$ cat config.mk
export PLATFORM = sky130hd
export DESIGN_NAME = alu16
export DESIGN_NICKNAME = d
export VERILOG_FILES = /design/src/rtl/alu16_pkg.sv /design/src/rtl/alu_slice.sv /design/src/rtl/alu_flags.sv /design/src/rtl/alu16.sv
export SDC_FILE = /design/constraint.sdc
export NUM_CORES = 1
export LEC_CHECK = 0
export CORE_ASPECT_RATIO = 0.7
export CORE_MARGIN = 5
export CORE_UTILIZATION = 50
export DETAILED_ROUTE_END_ITERATION = 12
export GPL_TIMING_DRIVEN = 1
export PLACE_DENSITY_LB_ADDON = 0.1
export SLEW_MARGIN = 5
export SYNTH_ARGS = -nofsm -noshare
export SYNTH_HDL_FRONTEND = slang
export SYNTH_SLANG_ARGS = --single-unit
$ cat constraint.sdc
create_clock -name vclk -period 11.9
set_clock_uncertainty 0.15 [all_clocks]
set_input_delay 1.19 -clock vclk [all_inputs]
set_output_delay 1.19 -clock vclk [all_outputs]
set_load 0.1 [all_outputs]
$ cat src/rtl/alu16_pkg.sv
package alu16_pkg;

    localparam int unsigned ALU_SLICES = 4;

    typedef enum logic [2:0] {
        OP_ADD   = 3'd0,
        OP_SUB   = 3'd1,
        OP_AND   = 3'd2,
        OP_OR    = 3'd3,
        OP_XOR   = 3'd4,
        OP_NOTA  = 3'd5,
        OP_PASSB = 3'd6,
        OP_SWAP  = 3'd7
    } alu_op_e;

    // bit 0 = lowest slice carry ... bit 7 = overflow
    typedef struct packed {
        logic                  ovf;
        logic                  zero;
        logic                  neg;
        logic                  eq;
        logic [ALU_SLICES-1:0] cy;
    } alu_flags_t;

    function automatic logic is_arith(alu_op_e op);
        return (op == OP_ADD) || (op == OP_SUB);
    endfunction

endpackage

$ cat src/rtl/alu_slice.sv
module alu_slice
    import alu16_pkg::*;
#(
    parameter int unsigned W = 4
) (
    input  logic [W-1:0] a_i,
    input  logic [W-1:0] b_i,
    input  alu_op_e      op_i,
    input  logic         cin_i,
    input  logic         eq_i,
    output logic [W-1:0] y_o,
    output logic         cout_o,
    output logic         eq_o
);
    logic [W-1:0] b_eff;
    logic [W:0]   sum;

    always_comb begin
        b_eff = (op_i == OP_SUB) ? ~b_i : b_i;
        sum   = {1'b0, a_i} + {1'b0, b_eff} + {{W{1'b0}}, cin_i};
        cout_o = 1'b0;
        unique case (op_i)
            OP_ADD, OP_SUB: begin
                y_o    = sum[W-1:0];
                cout_o = sum[W];
            end
            OP_AND:   y_o = a_i & b_i;
            OP_OR:    y_o = a_i | b_i;
            OP_XOR:   y_o = a_i ^ b_i;
            OP_NOTA:  y_o = ~a_i;
            OP_PASSB: y_o = b_i;
            default:  y_o = a_i;
        endcase
    end

    assign eq_o = eq_i & (a_i == b_i);

    always_comb begin
        if (!is_arith(op_i)) begin
            assert_logic_no_carry_R3: assert (cout_o == 1'b0)
                else $error("slice carry set on a logic operation");
        end
    end

endmodule

$ cat src/rtl/alu_flags.sv
module alu_flags
    import alu16_pkg::*;
#(
    parameter int unsigned DW = 16
) (
    input  logic [DW-1:0]         a_i,
    input  logic [DW-1:0]         y_i,
    input  logic                  sub_i,
    input  logic                  eq_i,
    input  logic [ALU_SLICES-1:0] cy_i,
    output alu_flags_t            flags_o
);
    logic a_msb;
    logic y_msb;

    assign a_msb = a_i[DW-1];
    assign y_msb = y_i[DW-1];

    always_comb begin
        flags_o.cy   = cy_i;
        flags_o.eq   = eq_i;
        flags_o.neg  = y_msb;
        flags_o.zero = (y_i == '0) || (a_i == '0);
        flags_o.ovf  = (~(a_msb | sub_i) & y_msb) | (a_msb & ~y_msb);
    end

    always_comb begin
        if (sub_i && !a_msb) begin
            assert_sub_pos_no_ovf_R8: assert (flags_o.ovf == 1'b0)
                else $error("overflow set for non-negative A under subtract");
        end
    end

endmodule

$ cat src/rtl/alu16.sv
module alu16
    import alu16_pkg::*;
#(
    parameter int unsigned SLICE_W = 4
) (
    input  logic [SLICE_W*ALU_SLICES-1:0] a_i,
    input  logic [SLICE_W*ALU_SLICES-1:0] b_i,
    input  logic [2:0]                    op_i,
    input  logic                          sub_i,
    input  logic                          cin_i,
    input  logic                          rot_i,
    input  logic                          rot_right_i,
    output logic [SLICE_W*ALU_SLICES-1:0] result_o,
    output logic [7:0]                    flags_o
);
    localparam int unsigned DW   = SLICE_W * ALU_SLICES;
    localparam int unsigned HALF = DW / 2;

    alu_op_e           op_req;
    alu_op_e           op_core;
    logic [DW-1:0]     a_rev;
    logic [DW-1:0]     a_core;
    logic [DW-1:0]     b_core;
    logic [DW-1:0]     y_core;
    logic [DW-1:0]     y_rev;
    logic [DW-1:0]     y_swap;
    logic [DW-1:0]     y_arith;
    logic [ALU_SLICES:0] cy_chain;
    logic [ALU_SLICES:0] eq_chain;
    logic              swap_sel;
    logic              eq_all;
    alu_flags_t        flags_s;

    assign op_req = alu_op_e'(op_i);

    // mirrored bit paths for right rotation
    for (genvar i = 0; i < DW; i++) begin : g_mirror
        assign a_rev[i] = a_i[DW-1-i];
        assign y_rev[i] = y_core[DW-1-i];
    end

    // rotate reuses the adder as A+A; since A+A never propagates,
    // the top carry is the operand MSB, injected at the bottom
    assign op_core     = rot_i ? OP_ADD : op_req;
    assign a_core      = (rot_i && rot_right_i) ? a_rev : a_i;
    assign b_core      = rot_i ? a_core : b_i;
    assign cy_chain[0] = rot_i ? a_core[DW-1] : cin_i;
    assign eq_chain[0] = 1'b1;

    for (genvar s = 0; s < ALU_SLICES; s++) begin : g_slice
        alu_slice #(.W(SLICE_W)) u_slice (
            .a_i    (a_core[s*SLICE_W +: SLICE_W]),
            .b_i    (b_core[s*SLICE_W +: SLICE_W]),
            .op_i   (op_core),
            .cin_i  (cy_chain[s]),
            .eq_i   (eq_chain[s]),
            .y_o    (y_core[s*SLICE_W +: SLICE_W]),
            .cout_o (cy_chain[s+1]),
            .eq_o   (eq_chain[s+1])
        );
    end

    // equality is judged on the external operands, not the rotate path
    assign eq_all = rot_i ? (a_i == b_i) : eq_chain[ALU_SLICES];

    assign y_arith  = (rot_i && rot_right_i) ? y_rev : y_core;
    assign y_swap   = {a_i[HALF-1:0], a_i[DW-1:HALF]};
    assign swap_sel = op_i[2] & op_i[1] & op_i[0] & ~rot_i;
    assign result_o = swap_sel ? y_swap : y_arith;

    alu_flags #(.DW(DW)) u_flags (
        .a_i     (a_i),
        .y_i     (result_o),
        .sub_i   (sub_i),
        .eq_i    (eq_all),
        .cy_i    (cy_chain[ALU_SLICES:1]),
        .flags_o (flags_s)
    );

    assign flags_o = flags_s;

    always_comb begin
        if (!rot_i && op_req == OP_ADD) begin
            assert_add_sum_R1: assert ({cy_chain[ALU_SLICES], result_o}
                                       == ({1'b0, a_i} + {1'b0, b_i} + {{DW{1'b0}}, cin_i}))
                else $error("add result mismatch");
        end
        if (rot_i) begin
            assert_rot_wrap_R9: assert (cy_chain[ALU_SLICES] == cy_chain[0])
                else $error("wrapped carry differs from top carry");
        end
        if (rot_i && !rot_right_i) begin
            assert_rot_left_R9: assert (result_o == {a_i[DW-2:0], a_i[DW-1]})
                else $error("rotate left mismatch");
        end
        if (swap_sel) begin
            assert_swap_R4: assert (result_o[DW-1:HALF] == a_i[HALF-1:0]
                                    && result_o[HALF-1:0] == a_i[DW-1:HALF])
                else $error("byte exchange mismatch");
        end
        assert_eq_R6: assert (flags_s.eq == (a_i == b_i))
            else $error("equality flag mismatch");
    end

endmodule

# [Yosys cells after proc, flatten, opt, wreduce, memory -nomap -nowiden]
# Cells that the tools add are included.
# W data, S select, Z words.
[classes] n_addsub=8 eq_ne=11 n_mux=19 n_bitwise=33 n_reduce_logical=6
[op_table] operator="$pmux W4 S6" n=4
[op_table] operator="$mux W16" n=4
[op_table] operator="$logic_not A16 Y1" n=2
[op_table] operator="$not A4 Y4" n=8
[op_table] operator="$add A4 B4 Y5" n=4
[op_table] operator="$add A5 B1 Y5" n=4
[op_table] operator="$and A4 B4 Y4" n=4
[op_table] operator="$eq A16 B16 Y1" n=1
[op_table] operator="$eq A4 B4 Y1" n=4
[op_table] operator="$mux W4" n=4
[op_table] operator="$or A4 B4 Y4" n=4
[op_table] operator="$xor A4 B4 Y4" n=4
[op_table] operator="$eq A3 B3 Y1 const B" n=3
[op_table] operator="$and A1 B1 Y1" n=8
[op_table] operator="$eq A3 B2 Y1 const B" n=2
[op_table] operator="$mux W1" n=6
[op_table] operator="$eq A3 B1 Y1 const B" n=1
[op_table] operator="$logic_not A3 Y1" n=1
[op_table] operator="$mux W3" n=1
[op_table] operator="$not A1 Y1" n=3
[op_table] operator="$or A1 B1 Y1" n=2
[op_table] operator="$reduce_or A2 Y1" n=1
[op_table] operator="$logic_and A1 B1 Y1" n=1
[op_table] operator="$logic_or A1 B1 Y1" n=1
[totals] regBits=0 input_bits=39 output_inout_bits=24 wordCells=77

# [Logic depth before layout (Yosys ltp)]
# Gate-level depths: netlist of run 1.
[logic_depth] depth_word=19 mapped_depth=34 depth_no_buf=31

# [Hierarchy]
# Synthesis of run 1 repeated with hierarchy kept, for this count alone.
[unflattened] hier_cells=453 area_unflattened_um2=3499.6
[by_module_without_submodules] mod="alu_slice at g_slice[1].u_slice ..." n_inst=2 cells_per_inst=81 area_each_um2=595.6 seq_area_each_um2=0.0
[by_module_without_submodules] mod="alu16" n_inst=1 cells_per_inst=119 area_each_um2=989.7 seq_area_each_um2=0.0
[by_module_without_submodules] mod="alu_slice at g_slice[3].u_slice" n_inst=1 cells_per_inst=79 area_each_um2=606.8 seq_area_each_um2=0.0
[by_module_without_submodules] mod="alu_slice at g_slice[0].u_slice" n_inst=1 cells_per_inst=74 area_each_um2=579.3 seq_area_each_um2=0.0
[by_module_without_submodules] mod="alu_flags" n_inst=1 cells_per_inst=19 area_each_um2=132.6 seq_area_each_um2=0.0

# [Least setup slack after synthesis of run 1]
# No wires, ideal clock.
[synth_path] kind="input to output" start="input op_i[1]" end="output flags_o[6]" arrival_ps=10666 required_ps=10560 slack_ps=-106 path_stages=33 n_path_buf=4 cell_sequence="buf_4 -> buf_2 -> buf_2 -> nor3_2 -> buf_2 -> xnor2_1 -> fa_1 -> fa_1 -> nor2b_1 -> o21ai_0 -> a21oi_1 -> fa_1 -> inv_1 -> fa_1 -> nor2b_1 -> o21ai_0 -> a21oi_1 -> fa_1 -> inv_1 -> fa_1 -> nor2b_1 -> o21ai_0 -> a21oi_1 -> fa_1 -> inv_1 -> fa_1 -> xor2_1 -> o22ai_1 -> a222oi_1 -> o21ai_0 -> nor3_1 -> nand2_1 -> o41ai_2"
[synth_via] elab_chain_cells=16 word_cells_on_any_way=35 cone_classes="8 x add/sub; 6 x eq/ne; 14 x mux; 3 x bitwise; 4 x reduce/logical"
[synth_rtl] item="from (decl)" line_no="alu16.sv:8" source="input logic [2:0] op_i,"
[synth_rtl] item="$mux W3 (*)" line_no="alu16.sv:44" source="assign op_core = rot_i ? OP_ADD : op_req;"
[synth_rtl] item="$eq A3 B1 Y1"
[synth_rtl] item="$mux W4" line_no="alu_slice.sv:19" source="b_eff = (op_i == OP_SUB) ? ~b_i : b_i;"
[synth_rtl] item="$add A4 B4 Y5" line_no="alu_slice.sv:20" source="sum = {1'b0, a_i} + {1'b0, b_eff} + {{W{1'b0}}, cin_i};"
[synth_rtl] item="$add A5 B1 Y5" line_no="alu_slice.sv:20"
[synth_rtl] item="$mux W1 (*)" line_no="alu_slice.sv:22" source="unique case (op_i)"
[synth_rtl] item="net g_slice[0].u_slice.cout_o" line_no="alu_slice.sv:12" source="output logic cout_o,"
[synth_rtl] item="$add A5 B1 Y5 (*)" line_no="alu_slice.sv:20"
[synth_rtl] item="(+1 left out)"
[synth_rtl] item="net g_slice[1].u_slice.cout_o" line_no="alu_slice.sv:12"
[synth_rtl] item="(+2 left out)"
[synth_rtl] item="net g_slice[2].u_slice.cout_o" line_no="alu_slice.sv:12"
[synth_rtl] item="$add A5 B1 Y5 (*)" line_no="alu_slice.sv:20"
[synth_rtl] item="$pmux W4 S6 (*)" line_no="alu_slice.sv:22"
[synth_rtl] item="$mux W16 (*)" line_no="alu16.sv:66" source="assign y_arith = (rot_i && rot_right_i) ? y_rev : y_core;"
[synth_rtl] item="$mux W16 (*)" line_no="alu16.sv:69" source="assign result_o = swap_sel ? y_swap : y_arith;"
[synth_rtl] item="net result_o[1]" line_no="alu16.sv:13" source="output logic [SLICE_W*ALU_SLICES-1:0] result_o,"
[synth_rtl] item="$logic_not A16 Y1 (*)" line_no="alu_flags.sv:23" source="flags_o.zero = (y_i == '0) || (a_i == '0);"
[synth_rtl] item="$logic_or A1 B1 Y1 (*)" line_no="alu_flags.sv:23"
[synth_rtl] item="to (decl)" line_no="alu16.sv:14" source="output logic [7:0] flags_o"
# The timed path passes the listed nets; every way through them passes the cells marked *.

# [Final worst setup path of run 1]
[layout_path] start="input rot_right_i" end="output flags_o[6]"
[layout_via] elab_chain_cells=18 word_cells_on_any_way=47 cone_classes="8 x add/sub; 16 x mux; 20 x bitwise; 3 x reduce/logical"
[layout_rtl] item="from (decl)" line_no="alu16.sv:12" source="input logic rot_right_i,"
[layout_rtl] item="$logic_and A1 B1 Y1 (*)" line_no="alu16.sv:45, alu16.sv:66"
[layout_rtl] item="$mux W16" line_no="alu16.sv:45" source="assign a_core = (rot_i && rot_right_i) ? a_rev : a_i;"
[layout_rtl] item="$mux W16" line_no="alu16.sv:46" source="assign b_core = rot_i ? a_core : b_i;"
[layout_rtl] item="$not A4 Y4" line_no="alu_slice.sv:19"
[layout_rtl] item="$mux W4" line_no="alu_slice.sv:19"
[layout_rtl] item="$add A4 B4 Y5" line_no="alu_slice.sv:20"
[layout_rtl] item="$add A5 B1 Y5" line_no="alu_slice.sv:20"
[layout_rtl] item="$mux W1" line_no="alu_slice.sv:22"
[layout_rtl] item="(+2 left out)"
[layout_rtl] item="$add A5 B1 Y5" line_no="alu_slice.sv:20"
[layout_rtl] item="$mux W1" line_no="alu_slice.sv:22"
[layout_rtl] item="$add A5 B1 Y5" line_no="alu_slice.sv:20"
[layout_rtl] item="$pmux W4 S6" line_no="alu_slice.sv:22"
[layout_rtl] item="$mux W16 (*)" line_no="alu16.sv:66"
[layout_rtl] item="$mux W16 (*)" line_no="alu16.sv:69"
[layout_rtl] item="$logic_not A16 Y1 (*)" line_no="alu_flags.sv:23"
[layout_rtl] item="$logic_or A1 B1 Y1 (*)" line_no="alu_flags.sv:23"
# Every way passes the cells marked *; elsewhere a longest branch is shown, timed or not.

==> results.py, run 1 <==
metrics = {
    "status": {
        "outcome": "complete, no violations",
    },
    "route": {
        "dr.pass1.iters": 6,
        "viasPerCell": 6.55,
        "num_vias": 3746,
        "wl_um": 12900,
        "antenna_left": 0,
        "drt_iter0_markers": 461,
        "drcViolationCount": 0,
        "wire_per_inst_um": 22.6,
    },
    "power_and_ir_drop": {
        "p_comb_frac": 1.000,
        "pwr-share-clk": 0,
        "switching_share": 0.704,
        "switching_power_uw": 281,
        "powerDensity_nw_per_um2": 106,
        "finalPower_uw": 398,
        "power.internal_uw": 118,
        "max-vdd-ir-drop_mv": 0.0856,
        "p_seq_frac": 0,
        "p_leak_nw": 1.76,
    },
    "logic_synthesis": {
        "syn-cell-area_um2": 3160,
        "synth_warnings": 0,
        "synth_cell_types": 64,
        "ys_seq_area_frac": 0,
        "syn-num-nets": 549,
        "syn_avg_cell_area_um2": 6.91,
        "synth_cells": 458,
    },
    "global_routing": {
        "grt_usage": 0.304,
        "grt_first_pass_wirelength_um": 19900,
        "grt_start_max_net_pins": 39,
        "grt_pass1_vias": 3493,
        "antenna_found_initial": 0,
        "gr-total-overflow": 0,
    },
    "cells_and_area": {
        "finalInstanceArea_um2": 3770,
        "nClkBuffers": 0,
        "drive_gt1_frac": 0.0648,
        "layout_common_cells": "inv_1, clkdlybuf4s50_1, nor2_1, ha_1, a21oi_1",
        "design.seq.count": 0,
        "area.growth.synth_to_final_pct": 19.0,
        "fillers": 602,
        "seq_area_um2": 0,
        "nNetsFinal": 587,
        "final_common_cell": "inv_1",
        "diodes": 0,
    },
    "critical_path": {
        "cp_slowest_cell": "clkdlybuf4s50_1",
        "critPathArrivalTime_ps": 9370,
        "critPathMostFrequentCell": "fa_1",
        "crit_required_ps": 10560,
        "crit_path_start_kind": "input port",
        "setup.worst_path.class": "in2out",
        "max_stage_delay_ps": 690,
        "endpoint_kind": "output pin",
        "critical_path_peak_fanout": 21,
    },
    "place": {
        "numPortBuffers": 63,
        "dp.final_hpwl_um": 10200,
        "gp_congestion": 1.04,
        "dpl_cell_area_um2": 3770,
    },
    "timing": {
        "fin_setup_tns_ps": 0,
        "period_needed_ps": 10710,
        "min_period_over_period": 0.900,
        "slew_viol_final": 0,
        "setup_viol": 0,
        "rsz0062_at_grt": "false",
        "maxSlewHeadroom": 0.343,
        "fmax_mhz": 93.3,
        "finalHoldViolCount": 0,
        "max_slew.worst_pin.slew_ps": 982,
    },
    "cts": {
        "ctsHoldBuffers": 0,
        "cts_resized": 0,
        "cts_setup_buffers": 0,
    },
    "die": {
        "io_pins": 63,
        "rows": 24,
        "die_area_um2": 8050,
        "fp.dieW_um": 105,
        "start_util": 0.512,
        "core_region_area_um2": 6190,
        "die_height_um": 76.6,
    },
    "flow_run": {
        "cap_violations": 0,
    },
    "worst_hold_path": {
        "holdCritPathClass": "in2out",
    },
}
==> cells in the mapped netlist (all sizes together) (2+ instances only) <==
cell	instances	area share
inv	53	0.063
ha	44	0.17
nor2	44	0.052
a21oi	41	0.065
o21ai	30	0.047
xor2	25	0.069
nand2	22	0.027
buf	21	0.040
mux2i	17	0.054
xnor2	15	0.042
clkbuf	12	0.014
nor2b	9	0.023
nor4	9	0.018
a21o	8	0.019
fa	8	0.051
o22ai	8	0.016
nand2b	7	0.014
nand3	6	0.0095
nor3	6	0.011
a22oi	5	0.012
a2bb2oi	5	0.014
a221oi	4	0.011
a31oi	4	0.0079
nand4	4	0.0079
o21a	4	0.0095
a2111oi	3	0.0083
a211oi	3	0.0071
a221o	3	0.0095
and2	3	0.0067
o211ai	3	0.0071
o31ai	3	0.0071
a211o	2	0.0055
a22o	2	0.0055
nand3b	2	0.0047
nor3b	2	0.0047
o221ai	2	0.0055
or3b	2	0.0055
==> critical path, delay by kind of cell <==
family | cells | cell delay, ps
buffers and inverters | 5 | 1130
and+or+nand+nor | 7 | 1270
AOI/OAI and AO/OA | 11 | 2160
muxes | 1 | 220
xor gates and xnor gates | 1 | 170
adders and majority gates | 8 | 3220
==> cells by family after synthesis <==
family / count (synthesis) / share of synthesized area
AOI/OAI and AO/OA: 143 / 0.298
xor gates and xnor gates: 40 / 0.111
adders and majority gates: 52 / 0.225
buffers and inverters: 86 / 0.117
muxes: 18 / 0.0573
and+or+nand+nor: 119 / 0.193
==> per-stage QoR <==
stage	worst slack [ps]	instances	hold WS, ps	utilization
finish	1190	572	3130	0.609
global route	642	572	3200	0.609
CTS	1210	572	3140	0.609
detailed placement	1260	572	3140	0.609
global placement	1430	572	3120	0.609
floorplan	71.7	458	2680	-
==> metal layers <==
| metal | up-vias | share of wire | GRT usage | routed length, um |
|---|---|---|---|---|
| li1 | 1687 | - | - | - |
| met1 | 1723 | 0.42 | 0.445 | 5440 |
| met2 | 301 | 0.41 | 0.440 | 5240 |
| met3 | 35 | 0.15 | 0.0847 | 1960 |
| met4 | 0 | 0.022 | 0.0575 | 286 |
| met5 | - | 0 | 0 | 0 |
==> final cells by class <==
class / count / area (um2) / share of cell area
inverter: 53 / 199 / 0.0528
multi-input combinational: 372 / 2790 / 0.742
tap: 78 / 97.6 / 0.0259
timing repair buffer: 69 / 676 / 0.179
==> worst paths after layout <==
| kind | start | endpoint | slack [ps] | cells after the start |
|---|---|---|---|---|
| setup / recovery | rot_right_i | flags_o[6] | 1190 | 33 |
| hold / removal | sub_i | flags_o[7] | 3130 | 4 |
==> power groups by stage <==
stage	Clock, mW	Sequential, mW	Combinational [mW]
after global placement	0	0	0.389
after CTS	0	0	0.392
final	0	0	0.398
after global routing	0	0	0.417
after detailed placement	0	0	0.390
after floorplan	0	0	0.287
No activity file was read; power rests on OpenSTA's default activity.
==> inputs of run 2 (changes only) <==
Settings changed: CORE_MARGIN 5 to 3, CORE_UTILIZATION 50 to 56.
==> run 2 against run 1 <==
Fmax shrank 2.4%. Global-route usage grew 9.6 points. Utilization increased by 9.5 points. Count of clock-buffer cells in the layout unchanged. Worst setup slack got worse by 260 ps. Flip-flop and latch count did not move. Combinational power is 1% higher. First-iteration DRC count grew 27%. Largest cell class unchanged.
==> results.py, run 2 (synthesized netlist as in run 1, its figures left out) <==
metrics = {
    "place": {
        "dpl.cell_count": 566,
        "numPortBuffers": 63,
        "dp.final_hpwl_um": 10300,
        "gp_congestion": 1.05,
    },
    "route": {
        "drt_iter0_markers": 587,
        "met2_length_um": 5380,
        "dr.pass1.iters": 6,
        "num_vias": 3850,
        "drcViolationCount": 0,
        "dr.max_layer_used": "met5",
        "viasPerCell": 6.80,
        "antenna_left": 0,
        "wl_met3_um": 2190,
        "wire_per_inst_um": 23.0,
        "wl_met1_um": 5020,
        "wl_um": 13000,
    },
    "timing": {
        "slew_viol_final": 0,
        "rsz0062_at_grt": "false",
        "min_period_over_period": 0.922,
        "fmax_mhz": 91.1,
        "max_slew.worst_pin.slew_ps": 1010,
        "whs_ps": 3130,
        "maxSlewHeadroom": 0.309,
        "fin_setup_tns_ps": 0,
        "finalHoldViolCount": 0,
        "setup_viol": 0,
        "period_needed_ps": 10980,
    },
    "cells_and_area": {
        "area.growth.synth_to_final_pct": 18.8,
        "layout.cells.non_filler": 566,
        "diodes": 0,
        "layout_common_cells": "inv_1, clkdlybuf4s50_1, nor2_1, ha_1, a21oi_1",
        "final_common_cell": "inv_1",
        "nClkBuffers": 0,
        "fillers": 449,
        "seq_area_um2": 0,
        "nNetsFinal": 587,
        "design.seq.count": 0,
        "drive_gt1_frac": 0.0648,
    },
    "global_routing": {
        "grt_pass1_vias": 3513,
        "grt_start_max_net_pins": 41,
        "antenna_found_initial": 1,
        "grt_first_pass_wirelength_um": 19800,
        "gr-total-overflow": 0,
        "grt_usage": 0.399,
    },
    "flow_run": {
        "cap_violations": 0,
    },
    "cts": {
        "cts_setup_buffers": 0,
        "ctsHoldBuffers": 0,
        "cts_resized": 0,
    },
    "critical_path": {
        "cp_slowest_cell": "a2111oi_0",
        "crit_required_ps": 10560,
        "crit_path_start_kind": "input port",
        "critical_path_peak_fanout": 8,
        "critPathMostFrequentCell": "fa_1",
        "endpoint_kind": "output pin",
        "critPathArrivalTime_ps": 9640,
        "setup.worst_path.class": "in2out",
        "max_stage_delay_ps": 840,
    },
    "power_and_ir_drop": {
        "max-vdd-ir-drop_mv": 0.0961,
        "finalPower_uw": 402,
        "powerDensity_nw_per_um2": 107,
        "p_leak_nw": 1.76,
    },
    "die": {
        "io_pins": 63,
        "die_area_um2": 6600,
        "die_height_um": 68.9,
        "core_region_area_um2": 5340,
        "rows": 22,
        "fp.dieW_um": 95.8,
        "start_util": 0.593,
    },
    "status": {
        "outcome": "complete, no violations",
    },
    "worst_hold_path": {
        "holdCritPathClass": "in2out",
    },
}
[run 2: metrics by stage]
step | util | setup slack (ps) | area [um2]
floorplan | - | 71.7 | 3160
global placement | 0.704 | 1460 | 3760
detailed placement | 0.704 | 1140 | 3760
CTS | 0.704 | 1130 | 3760
global route | 0.704 | 326 | 3760
finish | 0.704 | 924 | 3760
[run 2: area by class of cell]
type	count	area, um2	area share
repair buffers	69	676	0.180
inverters	53	199	0.0529
multi-input cells	372	2790	0.743
well taps	72	90.1	0.0240
[run 2: per-layer routing]
metal,GRT usage,vias up
met3,0.110,51
met5,0,-
met1,0.564,1732
met4,0.117,2
li1,-,1696
met2,0.590,369
[run 2: worst paths after layout]
check | startpoint | to | slack, ps | cells past startpoint
min | sub_i | flags_o[7] | 3130 | 4
max | rot_right_i | flags_o[6] | 920 | 29
[run 2: critical path: cells and delay by family]
family                   cells  cell delay, ps
AO/OA/AOI/OAI               12            3380
XOR/XNOR                     1             180
adder cells (fa/ha/maj)      7            2870
buffers and inverters        4             970
multiplexers                 1             490
AND/OR/NAND/NOR              4             530
[run 2: power by group]
part           switching (mW)  total [mW]  internal, mW
sequential                  0           0             0
combinational           0.284       0.402         0.118
clock                       0           0             0
